File: config.mk
export PLATFORM = sky130hd
export DESIGN_NAME = wp_trigger_unit
export DESIGN_NICKNAME = d
export VERILOG_FILES = /design/src/rtl/wp_pkg.sv /design/src/rtl/wp_range_cmp.sv /design/src/rtl/wp_slot.sv /design/src/rtl/wp_action.sv /design/src/rtl/wp_trigger_unit.sv
export SDC_FILE = /design/constraint.sdc
export NUM_CORES = 1
export LEC_CHECK = 0
export ABC_AREA = 1
export BUFFER_PORTS_ARGS = -buffer_cell sky130_fd_sc_hd__buf_2
export CORE_UTILIZATION = 45
export CTS_BUF_LIST = sky130_fd_sc_hd__clkbuf_4 sky130_fd_sc_hd__clkbuf_8
export CTS_CLUSTER_DIAMETER = 150
export DETAILED_ROUTE_END_ITERATION = 16
export GPL_TIMING_DRIVEN = 0
export HOLD_SLACK_MARGIN = 0.03
export SLEW_MARGIN = 0
export SYNTH_ARGS = -nofsm -noshare
export SYNTH_HDL_FRONTEND = slang
export SYNTH_SLANG_ARGS = --single-unit
File: constraint.sdc
create_clock -name clk -period 3.3 [get_ports clk]
set_clock_uncertainty 0.1 [all_clocks]
set_input_delay 0.165 -clock clk [delete_from_list [all_inputs] [get_ports clk]]
set_output_delay 0.165 -clock clk [all_outputs]
set_load 0.02 [all_outputs]
File: src/rtl/wp_pkg.sv
package wp_pkg;
  localparam int CTRL_W = 15;

  typedef enum logic [1:0] {
    CMP_OFF   = 2'd0,
    CMP_EQ    = 2'd1,
    CMP_RANGE = 2'd2
  } cmp_mode_e;

  typedef enum logic [2:0] {
    SEL_CTRL = 3'd0,
    SEL_A_LO = 3'd1,
    SEL_A_HI = 3'd2,
    SEL_D_LO = 3'd3,
    SEL_D_HI = 3'd4
  } cfg_sel_e;

  // bit 0 is en, bit 14 is act_arm
  typedef struct packed {
    logic       act_arm;
    logic       act_sample;
    logic       act_toff;
    logic       act_ton;
    logic       act_ext;
    logic       act_halt;
    logic       armed_only;
    logic       need_wr;
    logic       need_rd;
    logic [1:0] d_mode;
    logic [1:0] a_mode;
    logic       bus_d;
    logic       en;
  } slot_ctrl_t;

  typedef struct packed {
    logic halt;
    logic ext;
    logic ton;
    logic toff;
    logic sample;
    logic arm;
  } act_t;
endpackage

File: src/rtl/wp_range_cmp.sv
module wp_range_cmp #(
  parameter int W = 32
) (
  input  logic [1:0]   mode,
  input  logic [W-1:0] value,
  input  logic [W-1:0] lo,
  input  logic [W-1:0] hi,
  output logic         hit
);
  import wp_pkg::*;

  always_comb begin
    unique case (mode)
      CMP_EQ:    hit = (value == lo);
      CMP_RANGE: hit = (value >= lo) && (value <= hi);
      default:   hit = 1'b1;
    endcase
  end
endmodule

File: src/rtl/wp_slot.sv
module wp_slot #(
  parameter int AW    = 32,
  parameter int DW    = 32,
  parameter int CFG_W = 32
) (
  input  logic             clk,
  input  logic             rst_n,
  input  logic             wr_en,
  input  logic [2:0]       wr_sel,
  input  logic [CFG_W-1:0] wr_data,
  input  logic             armed,
  input  logic             i_valid,
  input  logic [AW-1:0]    i_addr,
  input  logic             d_valid,
  input  logic [AW-1:0]    d_addr,
  input  logic [DW-1:0]    d_data,
  input  logic             d_rd,
  input  logic             d_wr,
  output wp_pkg::act_t     act
);
  import wp_pkg::*;

  slot_ctrl_t    ctrl_q;
  logic [AW-1:0] a_lo_q, a_hi_q;
  logic [DW-1:0] d_lo_q, d_hi_q;

  always_ff @(posedge clk or negedge rst_n) begin
    if (!rst_n) begin
      ctrl_q <= '0;
      a_lo_q <= '0;
      a_hi_q <= '0;
      d_lo_q <= '0;
      d_hi_q <= '0;
    end else if (wr_en) begin
      unique case (cfg_sel_e'(wr_sel))
        SEL_CTRL: ctrl_q <= slot_ctrl_t'(wr_data[CTRL_W-1:0]);
        SEL_A_LO: a_lo_q <= wr_data[AW-1:0];
        SEL_A_HI: a_hi_q <= wr_data[AW-1:0];
        SEL_D_LO: d_lo_q <= wr_data[DW-1:0];
        SEL_D_HI: d_hi_q <= wr_data[DW-1:0];
        default:  ;
      endcase
    end
  end

  logic          on_d;
  logic          bus_valid;
  logic [AW-1:0] bus_addr;
  logic [1:0]    d_mode_eff;
  logic          a_hit, d_hit;

  assign on_d       = ctrl_q.bus_d;
  assign bus_valid  = on_d ? d_valid : i_valid;
  assign bus_addr   = on_d ? d_addr : i_addr;
  assign d_mode_eff = on_d ? ctrl_q.d_mode : CMP_OFF;

  wp_range_cmp #(.W(AW)) u_acmp (
    .mode(ctrl_q.a_mode), .value(bus_addr), .lo(a_lo_q), .hi(a_hi_q), .hit(a_hit)
  );
  wp_range_cmp #(.W(DW)) u_dcmp (
    .mode(d_mode_eff), .value(d_data), .lo(d_lo_q), .hi(d_hi_q), .hit(d_hit)
  );

  logic rd_ok, wr_ok, arm_ok, fire;
  assign rd_ok  = !on_d || !ctrl_q.need_rd || d_rd;
  assign wr_ok  = !on_d || !ctrl_q.need_wr || d_wr;
  assign arm_ok = !on_d || !ctrl_q.armed_only || armed;
  assign fire   = ctrl_q.en && bus_valid && a_hit && d_hit && rd_ok && wr_ok && arm_ok;

  always_comb begin
    act.halt   = fire && ctrl_q.act_halt;
    act.ext    = fire && ctrl_q.act_ext;
    act.ton    = fire && ctrl_q.act_ton;
    act.toff   = fire && ctrl_q.act_toff;
    act.sample = fire && ctrl_q.act_sample && on_d;
    act.arm    = fire && ctrl_q.act_arm;
  end
endmodule

File: src/rtl/wp_action.sv
module wp_action #(
  parameter int NSLOT = 4
) (
  input  logic                          clk,
  input  logic                          rst_n,
  input  wp_pkg::act_t [NSLOT-1:0]      acts,
  input  logic                          cfg_write,
  output logic                          armed,
  output logic                          halt_req,
  output logic                          ext_trig,
  output logic                          trace_en,
  output logic                          trace_sample
);
  import wp_pkg::*;

  act_t any;

  always_comb begin
    any = '0;
    for (int s = 0; s < NSLOT; s++) begin
      any = any | acts[s];
    end
  end

  always_ff @(posedge clk or negedge rst_n) begin
    if (!rst_n) begin
      armed        <= 1'b0;
      halt_req     <= 1'b0;
      ext_trig     <= 1'b0;
      trace_en     <= 1'b0;
      trace_sample <= 1'b0;
    end else begin
      halt_req     <= any.halt;
      ext_trig     <= any.ext;
      trace_sample <= any.sample;
      if (any.toff)     trace_en <= 1'b0;
      else if (any.ton) trace_en <= 1'b1;
      if (cfg_write)    armed <= 1'b0;
      else if (any.arm) armed <= 1'b1;
    end
  end
endmodule

File: src/rtl/wp_trigger_unit.sv
module wp_trigger_unit #(
  parameter int NSLOT = 4,
  parameter int AW    = 32,
  parameter int DW    = 32,
  localparam int SLOT_W = (NSLOT > 1) ? $clog2(NSLOT) : 1
) (
  input  logic              clk,
  input  logic              rst_n,
  input  logic              i_valid,
  input  logic [AW-1:0]     i_addr,
  input  logic              d_valid,
  input  logic [AW-1:0]     d_addr,
  input  logic [DW-1:0]     d_data,
  input  logic              d_rd,
  input  logic              d_wr,
  input  logic              cfg_we,
  input  logic [SLOT_W-1:0] cfg_slot,
  input  logic [2:0]        cfg_sel,
  input  logic [DW-1:0]     cfg_wdata,
  output logic              halt_req,
  output logic              ext_trig,
  output logic              trace_en,
  output logic              trace_sample
);
  import wp_pkg::*;

  act_t [NSLOT-1:0] slot_act;
  logic             armed;

  for (genvar g = 0; g < NSLOT; g++) begin : g_slot
    wp_slot #(.AW(AW), .DW(DW), .CFG_W(DW)) u_slot (
      .clk(clk), .rst_n(rst_n),
      .wr_en(cfg_we && (cfg_slot == SLOT_W'(g))),
      .wr_sel(cfg_sel), .wr_data(cfg_wdata),
      .armed(armed),
      .i_valid(i_valid), .i_addr(i_addr),
      .d_valid(d_valid), .d_addr(d_addr), .d_data(d_data),
      .d_rd(d_rd), .d_wr(d_wr),
      .act(slot_act[g])
    );
  end

  wp_action #(.NSLOT(NSLOT)) u_action (
    .clk(clk), .rst_n(rst_n), .acts(slot_act), .cfg_write(cfg_we),
    .armed(armed), .halt_req(halt_req), .ext_trig(ext_trig),
    .trace_en(trace_en), .trace_sample(trace_sample)
  );
endmodule

==> metrics.csv <==
stage;metric;value;unit
yosys;synth_top_cell_area_share;40.0;%
die;die_width;285;um
yosys;ys.flop_type;dfrtp_1;
route;vias;31011;
power_and_ir_drop;leakage;20.9;nW
yosys;ys_top_cells_by_area;dfrtp_1 40%, ha_1 18%, nand2_1 13%;
grt;grt_max_degree;116;
sta;final.min_clock_period;3.25;ns
route;viasPerCell;5.11;
placement;portBuffers;143;
yosys;synth_top_area_cell;dfrtp_1;
sta;hold_viol_final;0;
sta;tightest_slew;0.972;ns
critical_path;ff2ff_setup_slack;0.05;ns
yosys;synthesis.nets;5307;
clock_tree;htree_levels;3;
clock_tree;clock-sinks;577;
grt;antenna_found_initial;1;
critical_path;r2r_cells;16;
final_layout;nets;5606;
yosys;synth.distinct_cells;34;
sta;setup_viol;0;
critical_path;criticalPathCategory;reg2reg;
yosys;seq_area_frac_synth;40.0;%
yosys;yosysWarnings;0;
critical_path;start_kind;register;
final_layout;layout-drive-gt1-share;9.25;%
sta;fmax;307;MHz
placement;hpwl;85300;um
yosys;synth_async_sr_flop_share;100;%
clock_tree;tritoncts;done;
grt;first_global_vias;29347;
yosys;ys_ff_latch;577;
clock_tree;path_clk_slew;0.06;ns
die;core.rowCount;103;
critical_path;crit_fanout;10;
power_and_ir_drop;p_total;23.9;mW
critical_path;critPathCapture;u_action.trace_sample$_DFF_PN0_;
critical_path;crit_required;3.74;ns
final_layout;syn2layout_area_growth;14.6;%
sta;drv_slew;0;
critical_path;timing.rr.end;u_action.trace_sample$_DFF_PN0_;
final_layout;n_fill_cell;7780;
critical_path;worstPathArrival;3.70;ns
critical_path;rr_startpoint;g_slot[1].u_slot.on_d$_DFFE_PN0P_;
yosys;yosys-top-cells-count;1294 x nand2_1, 722 x inv_1, 714 x o21ai_0, 577 x dfrtp_1, 528 x ha_1;
run_status;status;finished clean;
grt;grt_pass1_wl;170000;um
sta;layout_setup_ws;0.0452;ns
sta;slew_headroom;35.2;%
route;postRouteAntennaNets;0;
clock_tree;cts_buffers;103;
clock_tree;worstSkewPairLatency;0.72;ns
yosys;synth-edff-count;0;
die;die_area;81400;um^2
critical_path;end_kind;register;
route;drtPass1Iterations;5;
placement;place_congestion;0.902;
yosys;avgSynthCellArea;7.79;um^2
route;finalWirelength;109000;um
power_and_ir_drop;peakVddDrop;282;uV
worst_hold_path;worstHoldPathType;in2reg;
grt;grt_overflow;0;
route;drt_iter0_markers;2350;
placement;place_ws;-1.82;ns
clock_tree;clockBufferDepth;3;
grt;grtUsageTotal;27.1;%
route;drt-wirelength-per-cell;18.0;um
power_and_ir_drop;p_per_area;578;nW/um^2
clock_tree;cts_root_buf;clkbuf_8;
sta;finalCritPeriodShare;98.6;%
job;cap_violations;0;
yosys;netlist_area;36100;um^2
critical_path;crit_start;g_slot[1].u_slot.on_d$_DFFE_PN0P_;
yosys;synth.most_common_cell;nand2_1;
die;core;79300;um^2
die;ioPinCount;144;
route;remaining_drc_errors;0;
yosys;netlist_instances;4639;
die;start_util;45.6;%
die;fp.dieH;285;um
==> cells in the final DEF, fill, tap and decap left out, drive strengths merged, types with 2 or more instances in the layout <==
cell and n:
a21boi 4, dlygate4sd3 35, clkbuf 331, nor3 17
nand4 45, nand2 1305, bufinv 3, a221oi 4
clkinv 21, nand3 29, inv 724, o21a 25
a31o 8, a21oi 239, nor4 4, buf 172
clkinvlp 3, o21bai 9, dfrtp 577, a21o 7
ha 528, o21ai 755, nor2 164, o211ai 2
and3 3, nor3b 2
==> registers in the layout (all words and copies together), names as in the netlist <==
signal	count
g_slot.u_slot.a_hi_q	128
g_slot.u_slot.a_lo_q	128
g_slot.u_slot.ctrl_q	56
g_slot.u_slot.d_hi_q	128
g_slot.u_slot.d_lo_q	128
g_slot.u_slot.on_d	4
u_action.armed	1
u_action.ext_trig	1
u_action.halt_req	1
u_action.trace_en	1
u_action.trace_sample	1
==> worst min-delay path by stage <==
stage | startpoint | endpoint | slack (ns) | cells after the start
finish | cfg_wdata[8] | g_slot[2].u_slot.d_hi_q[8]$_DFFE_PN0P_ | 0.05 | 4
global route | cfg_wdata[0] | g_slot[0].u_slot.d_lo_q[0]$_DFFE_PN0P_ | 0.07 | 4
CTS | cfg_wdata[8] | g_slot[1].u_slot.d_hi_q[8]$_DFFE_PN0P_ | 0.04 | 4
detailed placement | rst_n | g_slot[3].u_slot.d_hi_q[26]$_DFFE_PN0P_ | 0.03 | 1
global placement | cfg_we | u_action.armed$_DFFE_PN0P_ | 0.28 | 2
floorplan | rst_n | g_slot[0].u_slot.a_hi_q[0]$_DFFE_PN0P_ | -0.23 | 0
==> per-stage QoR <==
step                      setup TNS, ns  cells  cell area, um^2  util, %  hold slack, ns
after floorplan                       0   4639            36100        -          -0.231
after global placement         -6067.19   5832            38100     48.1           0.280
after detailed placement          -8.86   5837            38300     48.3          0.0291
after CTS                             0   6063            41200     52.0          0.0370
after global routing           -0.00537   6069            41400     52.2          0.0713
final                                 0   6069            41400     52.2          0.0511
==> kinds of logic (layout without fill, tap and decap cells) <==
| logic type | Yosys count | in the layout | synth area share, % |
|---|---|---|---|
| adder cells (fa/ha/maj) | 528 | 528 | 18.3 |
| AO/OA/AOI/OAI | 1053 | 1053 | 15.1 |
| flip-flops | 577 | 577 | 40.0 |
| buffers and inverters | 910 | 1289 | 9.46 |
| AND/OR/NAND/NOR | 1571 | 1571 | 17.2 |
| other | 0 | 1 | 0 |
==> routing by layer <==
layer	share of wire, %	wire length [um]	track usage (%)	up-vias
met4	2.7	2980	8.92	0
li1	-	-	-	15533
met3	6.0	6500	3.75	184
met2	44	48300	42.5	830
met5	0	0	0	-
met1	47	51300	38.6	14464
==> where the power goes <==
part	total, mW	leakage [nW]	internal [mW]	switching, mW
clock network	7.38	1.21	4.15	3.23
registers	9.13	7.48	8.39	0.741
logic	7.43	12.3	2.88	4.55
==> cell type report <==
cell class | instances | area [um^2] | share of cell area [%]
sequential | 577 | 14400 | 34.9
antenna | 1 | 2.50 | 0.00605
multi-input combinational | 3152 | 18500 | 44.7
buffer | 182 | 803 | 1.94
inverter | 723 | 2710 | 6.56
timing repair buffer | 199 | 1370 | 3.30
clock buffer | 157 | 2030 | 4.90
clock inverter | 28 | 229 | 0.553
tap | 1050 | 1310 | 3.17
==> worst max-delay path, cell delays in order, from the launching register on <==
cell and delay [ns]:
dfrtp_2 0.47, clkbuf_8 0.26, clkbuf_8 0.22, nand2_1 0.06, o21ai_1 0.17, ha_1 0.30
a21oi_1 0.14, o21ai_0 0.10, a21oi_1 0.31, nand2_1 0.09, nor2_1 0.20, a21boi_1 0.10
nand2_1 0.07, nand2_2 0.09, and3_4 0.18, nand3_1 0.07, nand4_1 0.15
==> what timing repair did <==
action | CTS | global route
endpoints found under the setup margin | 5 | 5
gates resized for setup | 75 | 77
hold endpoints to repair | 410 | 0
setup buffers | 10 | 5
pin swaps | 5 | 19
hold buffers | 36 | 0
No activity file was read; power rests on OpenSTA's default activity.
